[src/rtl/pg_seq_pkg.sv]
package pg_seq_pkg;

   // Width of a counter that must hold the value lim.
   function automatic int unsigned run_width(input int unsigned lim);
      return (lim < 1) ? 1 : $clog2(lim + 1);
   endfunction

   // Monitored levels that decide whether power is still good.
   typedef struct packed {
      logic upper_ok;
      logic r33_low;
      logic r5_low;
   } mon_flags_t;

   function automatic logic mon_healthy(input mon_flags_t f);
      return f.upper_ok & ~f.r33_low & ~f.r5_low;
   endfunction

endpackage

[src/rtl/pg_run_counter.sv]
// Counts consecutive cycles with run high; saturates at LIMIT.
module pg_run_counter #(
   parameter int unsigned LIMIT = 4
) (
   input  logic clk,
   input  logic rst_n,
   input  logic run,
   output logic reached
);
   import pg_seq_pkg::*;

   localparam int unsigned W = run_width(LIMIT);
   localparam logic [W-1:0] LIM_V = W'(LIMIT);

   generate
      if (LIMIT < 1) begin : g_bad_limit
         $error("pg_run_counter: LIMIT must be at least 1");
      end
   endgenerate

   logic [W-1:0] cnt_q;

   always_ff @(posedge clk) begin
      if (!rst_n)
         cnt_q <= '0;
      else if (!run)
         cnt_q <= '0;
      else if (cnt_q != LIM_V)
         cnt_q <= cnt_q + 1'b1;
   end

   assign reached = (cnt_q == LIM_V);


   run_restart_chk: assert property (@(posedge clk) disable iff (!rst_n)
      !run |=> (cnt_q == '0));


   run_needs_input_chk: assert property (@(posedge clk) disable iff (!rst_n)
      reached |-> $past(run));

endmodule

[src/rtl/pg_good_ctrl.sv]
// Asymmetric power-good: long qualified rise, short deglitched fall.
module pg_good_ctrl #(
   parameter int unsigned RISE_CYC = 150000,
   parameter int unsigned FALL_CYC = 150
) (
   input  logic clk,
   input  logic rst_n,
   input  logic all_ok,
   input  logic mon_ok,
   input  logic force_off,
   output logic pwr_good
);
   logic rise_done;
   logic fall_done;
   logic pg_q;
   logic fall_run;

   assign fall_run = pg_q & ~mon_ok;

   pg_run_counter #(.LIMIT(RISE_CYC)) i_rise_cnt (
      .clk     (clk),
      .rst_n   (rst_n),
      .run     (all_ok),
      .reached (rise_done)
   );

   pg_run_counter #(.LIMIT(FALL_CYC)) i_fall_cnt (
      .clk     (clk),
      .rst_n   (rst_n),
      .run     (fall_run),
      .reached (fall_done)
   );

   always_ff @(posedge clk) begin
      if (!rst_n)
         pg_q <= 1'b0;
      else if (force_off)
         pg_q <= 1'b0;
      else if (!pg_q)
         pg_q <= rise_done & all_ok;
      else if (fall_done & ~mon_ok)
         pg_q <= 1'b0;
   end

   assign pwr_good = pg_q;


   pg_hold_chk: assert property (@(posedge clk) disable iff (!rst_n)
      (pg_q && mon_ok && !force_off) |=> pg_q);


   pg_fall_chk: assert property (@(posedge clk) disable iff (!rst_n)
      (pg_q && fall_done && !mon_ok) |=> !pg_q);

endmodule

[src/rtl/pg_lower_qual.sv]
// Lower-threshold qualifier: deglitch stage, then optional delay stage.
module pg_lower_qual #(
   parameter int unsigned DEG_CYC = 296,
   parameter int unsigned DLY_CYC = 4800
) (
   input  logic clk,
   input  logic rst_n,
   input  logic lower_ok,
   output logic arm
);
   logic deg_done;
   logic stage_done;
   logic arm_q;

   pg_run_counter #(.LIMIT(DEG_CYC)) i_deg_cnt (
      .clk     (clk),
      .rst_n   (rst_n),
      .run     (lower_ok),
      .reached (deg_done)
   );

   generate
      if (DLY_CYC == 0) begin : g_no_delay
         assign stage_done = deg_done;
      end else begin : g_delay
         logic dly_run;
         assign dly_run = lower_ok & deg_done;
         pg_run_counter #(.LIMIT(DLY_CYC)) i_dly_cnt (
            .clk     (clk),
            .rst_n   (rst_n),
            .run     (dly_run),
            .reached (stage_done)
         );
      end
   endgenerate

   always_ff @(posedge clk) begin
      if (!rst_n)
         arm_q <= 1'b0;
      else
         arm_q <= lower_ok & stage_done;
   end

   assign arm = arm_q;


   arm_stage_chk: assert property (@(posedge clk) disable iff (!rst_n)
      $rose(arm_q) |-> $past(deg_done));

endmodule

[src/rtl/pg_delay_seq.sv]
module pg_delay_seq #(
   parameter bit          SLOW_VARIANT   = 1'b1,
   parameter int unsigned RISE_LONG_CYC  = 300000,
   parameter int unsigned RISE_SHORT_CYC = 150000,
   parameter int unsigned FALL_CYC       = 150,
   parameter int unsigned LO_DEG_CYC     = 296,
   parameter int unsigned LO_DLY_CYC     = 4800
) (
   input  logic clk,
   input  logic rst_n,
   input  logic pgi_upper_ok,
   input  logic pgi_lower_ok,
   input  logic rail33_low,
   input  logic rail5_low,
   input  logic on_req_n,
   input  logic fault_held,
   output logic pwr_good,
   output logic uv_arm
);
   import pg_seq_pkg::*;

   localparam int unsigned RISE_CYC = SLOW_VARIANT ? RISE_LONG_CYC : RISE_SHORT_CYC;

   generate
      if (RISE_LONG_CYC < RISE_SHORT_CYC) begin : g_bad_rise
         $error("pg_delay_seq: long rise must not be shorter than short rise");
      end
      if (FALL_CYC < 1 || LO_DEG_CYC < 1) begin : g_bad_deg
         $error("pg_delay_seq: deglitch counts must be at least 1");
      end
   endgenerate

   mon_flags_t flags;
   logic       mon_ok;
   logic       force_off;
   logic       all_ok;

   assign flags     = '{upper_ok: pgi_upper_ok, r33_low: rail33_low, r5_low: rail5_low};
   assign mon_ok    = mon_healthy(flags);
   assign force_off = fault_held | on_req_n;
   assign all_ok    = mon_ok & ~force_off;

   pg_good_ctrl #(
      .RISE_CYC (RISE_CYC),
      .FALL_CYC (FALL_CYC)
   ) i_good (
      .clk       (clk),
      .rst_n     (rst_n),
      .all_ok    (all_ok),
      .mon_ok    (mon_ok),
      .force_off (force_off),
      .pwr_good  (pwr_good)
   );

   pg_lower_qual #(
      .DEG_CYC (LO_DEG_CYC),
      .DLY_CYC (LO_DLY_CYC)
   ) i_lower (
      .clk      (clk),
      .rst_n    (rst_n),
      .lower_ok (pgi_lower_ok),
      .arm      (uv_arm)
   );


   force_off_chk: assert property (@(posedge clk) disable iff (!rst_n)
      (fault_held || on_req_n) |=> !pwr_good);


   rise_cond_chk: assert property (@(posedge clk) disable iff (!rst_n)
      $rose(pwr_good) |-> $past(pgi_upper_ok && !rail33_low && !rail5_low
                                && !on_req_n && !fault_held));


   arm_rise_chk: assert property (@(posedge clk) disable iff (!rst_n)
      $rose(uv_arm) |-> $past(pgi_lower_ok));


   arm_drop_chk: assert property (@(posedge clk) disable iff (!rst_n)
      !pgi_lower_ok |=> !uv_arm);

endmodule

[config.mk]
export PLATFORM = sky130hd
export DESIGN_NAME = pg_delay_seq
export DESIGN_NICKNAME = d
export VERILOG_FILES = /design/src/rtl/pg_seq_pkg.sv /design/src/rtl/pg_run_counter.sv /design/src/rtl/pg_good_ctrl.sv /design/src/rtl/pg_lower_qual.sv /design/src/rtl/pg_delay_seq.sv
export SDC_FILE = /design/constraint.sdc
export NUM_CORES = 1
export LEC_CHECK = 0
export ABC_CLOCK_PERIOD_IN_PS = 5200
export CAP_MARGIN = 0
export CELL_PAD_IN_SITES_DETAIL_PLACEMENT = 2
export CELL_PAD_IN_SITES_GLOBAL_PLACEMENT = 2
export CORE_MARGIN = 5
export CORE_UTILIZATION = 41
export CTS_CLUSTER_DIAMETER = 200
export DETAILED_ROUTE_END_ITERATION = 6
export PLACE_DENSITY_LB_ADDON = 0.1
export SLEW_MARGIN = 10
export SYNTH_ARGS = -nofsm -noshare
export SYNTH_HDL_FRONTEND = slang
export SYNTH_HIERARCHICAL = 1
export SYNTH_SLANG_ARGS = --single-unit
[constraint.sdc]
create_clock -name clk -period 5.2 [get_ports clk]
set_clock_uncertainty 0.2 [all_clocks]
set_input_delay 1.04 -clock clk [delete_from_list [all_inputs] [get_ports clk]]
set_output_delay 1.04 -clock clk [all_outputs]
set_load 0.01 [all_outputs]
Yosys cells after proc, flatten, opt, wreduce, memory -nomap -nowiden
Cells that the tools add are included.

operators by class
  multiplexer cells = 2
  $add $sub $neg = 4
  equal/unequal tests = 8
  bitwise gates (word level) = 14
  reduce and logical (&&, ||, !) cells = 5

operator list
  kind                     number
  $add A19 B1 Y19 const B  1
  $eq A19 B19 Y1 const B   1
  $ne A19 B19 Y1 const B   1
  $add A13 B1 Y13 const B  1
  $eq A13 B13 Y1 const B   1
  $ne A13 B13 Y1 const B   1
  $add A9 B1 Y9 const B    1
  $eq A9 B9 Y1 const B     1
  $ne A9 B9 Y1 const B     1
  $add A8 B1 Y8 const B    1
  $and A1 B1 Y1            8
  $eq A8 B8 Y1 const B     1
  $ne A8 B8 Y1 const B     1
  $reduce_and A2 Y1        4
  $not A1 Y1               5
  $mux W1                  2
  $reduce_or A2 Y1         1
  $or A1 B1 Y1             1

storage, ports and cells
  input port bits = 8
  word-level logic and storage cells = 39
  output and inout bits = 2
  register bits = 51

Logic depth before layout (Yosys ltp)
  depth after elaboration = 7
  mapped depth = 8
  gate-level depth less buffers = 8

Cells and area by module
The synthesis kept the hierarchy.

modules (own cells, without submodules)
  module                                      area each (um^2)  cells an instance  instances  seq. area each (um^2)
  pg_run_counter (i_good.i_rise_cnt)          957.2             111                1          380.4
  pg_run_counter (i_lower.g_delay.i_dly_cnt)  695.7             79                 1          260.2
  pg_run_counter (i_lower.i_deg_cnt)          442.9             50                 1          180.2
  pg_run_counter (i_good.i_fall_cnt)          382.9             43                 1          160.2
  pg_good_ctrl                                57.6              5                  1          20.0
  pg_lower_qual                               32.5              3                  1          20.0
  pg_delay_seq                                25.0              3                  1          0.0

Least setup slack after synthesis
No wires, ideal clock.

  path kind = in2reg
  from = input port on_req_n
  to = register i_good.i_rise_cnt.cnt_q[13]
  slack = 2.811 ns
  cell stages on the path = 5
  data required time = 4.926 ns
  data arrival time = 2.115 ns
  setup time = 0.074 ns
  cell sequence = or2_1 > nor2b_1 > nand2_1 > or4_1 > o21ai_0

on the way
  cells in the longest elaborated chain, start to end = 4

RTL lines
  element                             RTL line              text
  start, declared                     pg_delay_seq.sv:15    input logic on_req_n,
  $or A1 B1 Y1                        pg_delay_seq.sv:40    assign force_off = fault_held | on_req_n;
  $not A1 Y1                          pg_delay_seq.sv:41    assign all_ok = mon_ok & ~force_off;
  $and A1 B1 Y1                       pg_delay_seq.sv:41
  named net all_ok                    pg_delay_seq.sv:36    logic all_ok;
  $reduce_and A2 Y1 (no source line)  -
  end signal, assigned                pg_run_counter.sv:29  cnt_q <= cnt_q + 1'b1;
  end, declared                       pg_run_counter.sv:21  logic [W-1:0] cnt_q;

The timed path passes the listed nets, and every way through them passes these cells.
A chain may end at the register's enable or synchronous reset.

Worst setup path after layout
  from = input port rail33_low
  to = register i_good.i_rise_cnt.cnt_q[13]

on the way
  cells in the longest elaborated chain, start to end = 5

RTL lines
  element                             RTL line            text
  start, declared                     pg_delay_seq.sv:13  input logic rail33_low,
  $not A1 Y1                          pg_seq_pkg.sv:16    return f.upper_ok & ~f.r33_low & ~f.r5_low;
  $and A1 B1 Y1 (2 in series)         pg_seq_pkg.sv:16
  named net mon_ok                    pg_delay_seq.sv:34  logic mon_ok;
  $and A1 B1 Y1                       pg_delay_seq.sv:41
  named net all_ok                    pg_delay_seq.sv:36
  $reduce_and A2 Y1 (no source line)  -

The timed path passes the listed nets, and every way through them passes these cells.

==> metrics.txt <==
initial cell density of the core=0.416; most frequent cells after synthesis=dfxtp_1, nand2_1, nor2_1; Final Cycle Share=0.570; Chip Height=a little under 90 um; total CTS buffers=5; H-tree depth=2; dpl cells=~380; Worst EP arrival=3000 ps; hold buffer count at cts=0; Pwr Density=about 220 mW/mm^2; Final Hold Vio Count=0; CP Capture Type=flip-flop; gr usage total=0.171; RD Place Congestion=roughly 0.73; count leader, synth=dfxtp_1; 1st-pass router iterations=4; core area=roughly 0.0062 sq mm; Tmin final=~3000 ps; number of port buffers=9; Peak supply drop=0.138 mV; cts repair resizes=0; Detail Route Antenna Nets=0; clock slew at reported path FFs=~100 ps; # IOs=10; Skew-Pair Late Insertion Delay=a little over 300 ps; relative slew slack=0.620; vias per inst=roughly 5.7; Max FO, Critical Path=15; Non-Filler Instances=approximately 380; share of synthesized registers carrying an async set or reset=0; Main synth FF type=dfxtp_1; Setup TNS=0 ps; fmax=between 300 and 400 MHz; Clock Root Buffer=clkbuf_8; die area=around 0.008 sq mm; area share of the largest cell type after synthesis=0.394; first-pass GRT wire length=about 11000 um; CTS max path bufs=2; die width=around 90 um; FF+latch count, synth=just over 50; leading area contributor after synthesis=dfxtp_1; WHS=~300 ps; post-synth net total=310; total setup buffers inserted after CTS=0; Ys Warns=6; post-DP HPWL=about 4700 um; RSZ-0062 raised after global routing=no; ratio of cells with drive above 1 in the final layout=0.0879; vias in the first global route=around 2300; Mapped Area=roughly 0.0026 sq mm; CTS tree=done; FP Rows=29; Static Leak=0.826 nW; filler cell count in the final layout=706; final setup violation count=0; total detailed-routing wirelength=about 6200 um; # DRC=0; # diodes=0; Mean Syn Cell Area=about 8.8 sq um; status=finished, final reports clean; Crit Path Category=input port to flip-flop; Max-cap violations=0; sequential fraction of the synthesis area=0.394; # clock sinks=51; GRT overflow=0; Synth Instances=a little under 300; Data required, critical path=5240 ps; DR vias=about 2200; Post-layout nets=322; initial antenna violation count=0; worst-margin pin slew=about 570 ps; worst hold path type=flip-flop to flip-flop; largest net degree at the start of global routing=16; Unique masters post-synth=slightly below 60; average routed wire per standard cell=16.2 um; Startpoint Class=input port; Post-synth EDFFs=0; Final Max Slew Viols=0; Syn-to-layout area delta=9.84%; Iteration-0 DRC Markers=42; Area contributors post-synth=dfxtp_1, ha_1, a21oi_1, nand3_1, nand2_1
-- per-stage QoR --
step	power [mW]	util	worst slack, ps	area, sq um
floorplan	0.406	-	2810	2590
global placement	0.414	0.443	2010	2760
detailed placement	0.415	0.443	1850	2760
CTS	0.646	0.456	2200	2850
global route	0.667	0.456	2070	2850
finish	0.635	0.456	2240	2850
-- cells in the final DEF (no fill, tap or decap), types with 2 or more instances in the layout --
master / n
xor2_1: 9
dfxtp_1: 51
ha_1: 8
nand3_2: 3
and3_1: 2
nor3b_2: 2
nor2_1: 21
or3_1: 9
nand3b_1: 2
and2_1: 4
and4_1: 2
a31oi_1: 2
nand4bb_1: 2
clkdlybuf4s50_1: 9
o31ai_1: 5
nand4_1: 10
o21ai_0: 12
a21oi_1: 18
xnor2_1: 8
or3_4: 2
o211ai_1: 2
nand2b_1: 3
or4_1: 5
nand3_1: 18
clkbuf_8: 5
nor4bb_1: 3
nand2_1: 23
mux2i_1: 5
inv_1: 17
nor3_1: 11
nor4_1: 5
-- cells by family (layout without fill, tap and decap cells) --
logic type               Yosys count  count (layout)  share of synthesized area
flip-flops                        51              51                      0.394
adder cells (fa/ha/maj)            8               8                     0.0386
AO/OA/AOI/OAI                     49              49                      0.121
AND/OR/NAND/NOR                  143             143                      0.339
multiplexers                       5               5                     0.0193
XOR/XNOR                          17              17                     0.0574
buffers and inverters             21              34                     0.0309
-- registers in the layout, summed over array words and instances, names as in the netlist --
| register | flops |
|---|---|
| i_lower/g_delay.i_dly_cnt/cnt_q | 13 |
| i_good/i_rise_cnt/cnt_q | 19 |
| i_good/i_fall_cnt/cnt_q | 8 |
| i_good/pwr_good | 1 |
| i_lower/i_deg_cnt/cnt_q | 9 |
| i_lower/arm | 1 |
-- cell type report --
class                   instances  area (sq um)  share of cell area
clock inverters                 2          12.5             0.00439
inverters                      17          63.8              0.0224
flip-flops and latches         51          1020               0.358
multi-input cells             222          1490               0.524
clock buffers                   6          72.6              0.0255
repair buffers                  9          90.1              0.0316
well taps                      77          96.3              0.0338
-- where the power goes --
group          switching (mW)  internal, mW  leakage, nW  total, mW
Sequential            0.00122         0.391        0.411      0.392
Combinational         0.00570       0.00736        0.374     0.0131
Clock                   0.135        0.0944       0.0412      0.229
-- routing by layer --
metal,routed length (um),up-vias,GRT usage
met5,0,-,0
met4,80,0,0.0487
met3,92,5,0.0304
met2,3290,9,0.319
met1,2770,1098,0.197
li1,-,1094,-
-- critical path, cell delays in order --
cell             delay, ps
clkdlybuf4s50_1        420
nor3b_2                240
nor2b_1                250
nand2_1                340
or4_1                  610
o21ai_0                100
-- worst paths after layout --
| kind | from | endpoint | slack, ps | cells after the start |
|---|---|---|---|---|
| setup / recovery | rail33_low | i_good/i_rise_cnt/cnt_q[13] | 2240 | 6 |
| hold reg to reg | i_lower/g_delay.i_dly_cnt/cnt_q[12] | i_lower/g_delay.i_dly_cnt/cnt_q[12] | 300 | 2 |
| hold / removal | i_lower/g_delay.i_dly_cnt/cnt_q[12] | i_lower/g_delay.i_dly_cnt/cnt_q[12] | 300 | 2 |
| setup reg to reg | i_lower/i_deg_cnt/cnt_q[6] | i_lower/g_delay.i_dly_cnt/cnt_q[0] | 3140 | 5 |
(Power assumes the default switching activity.)
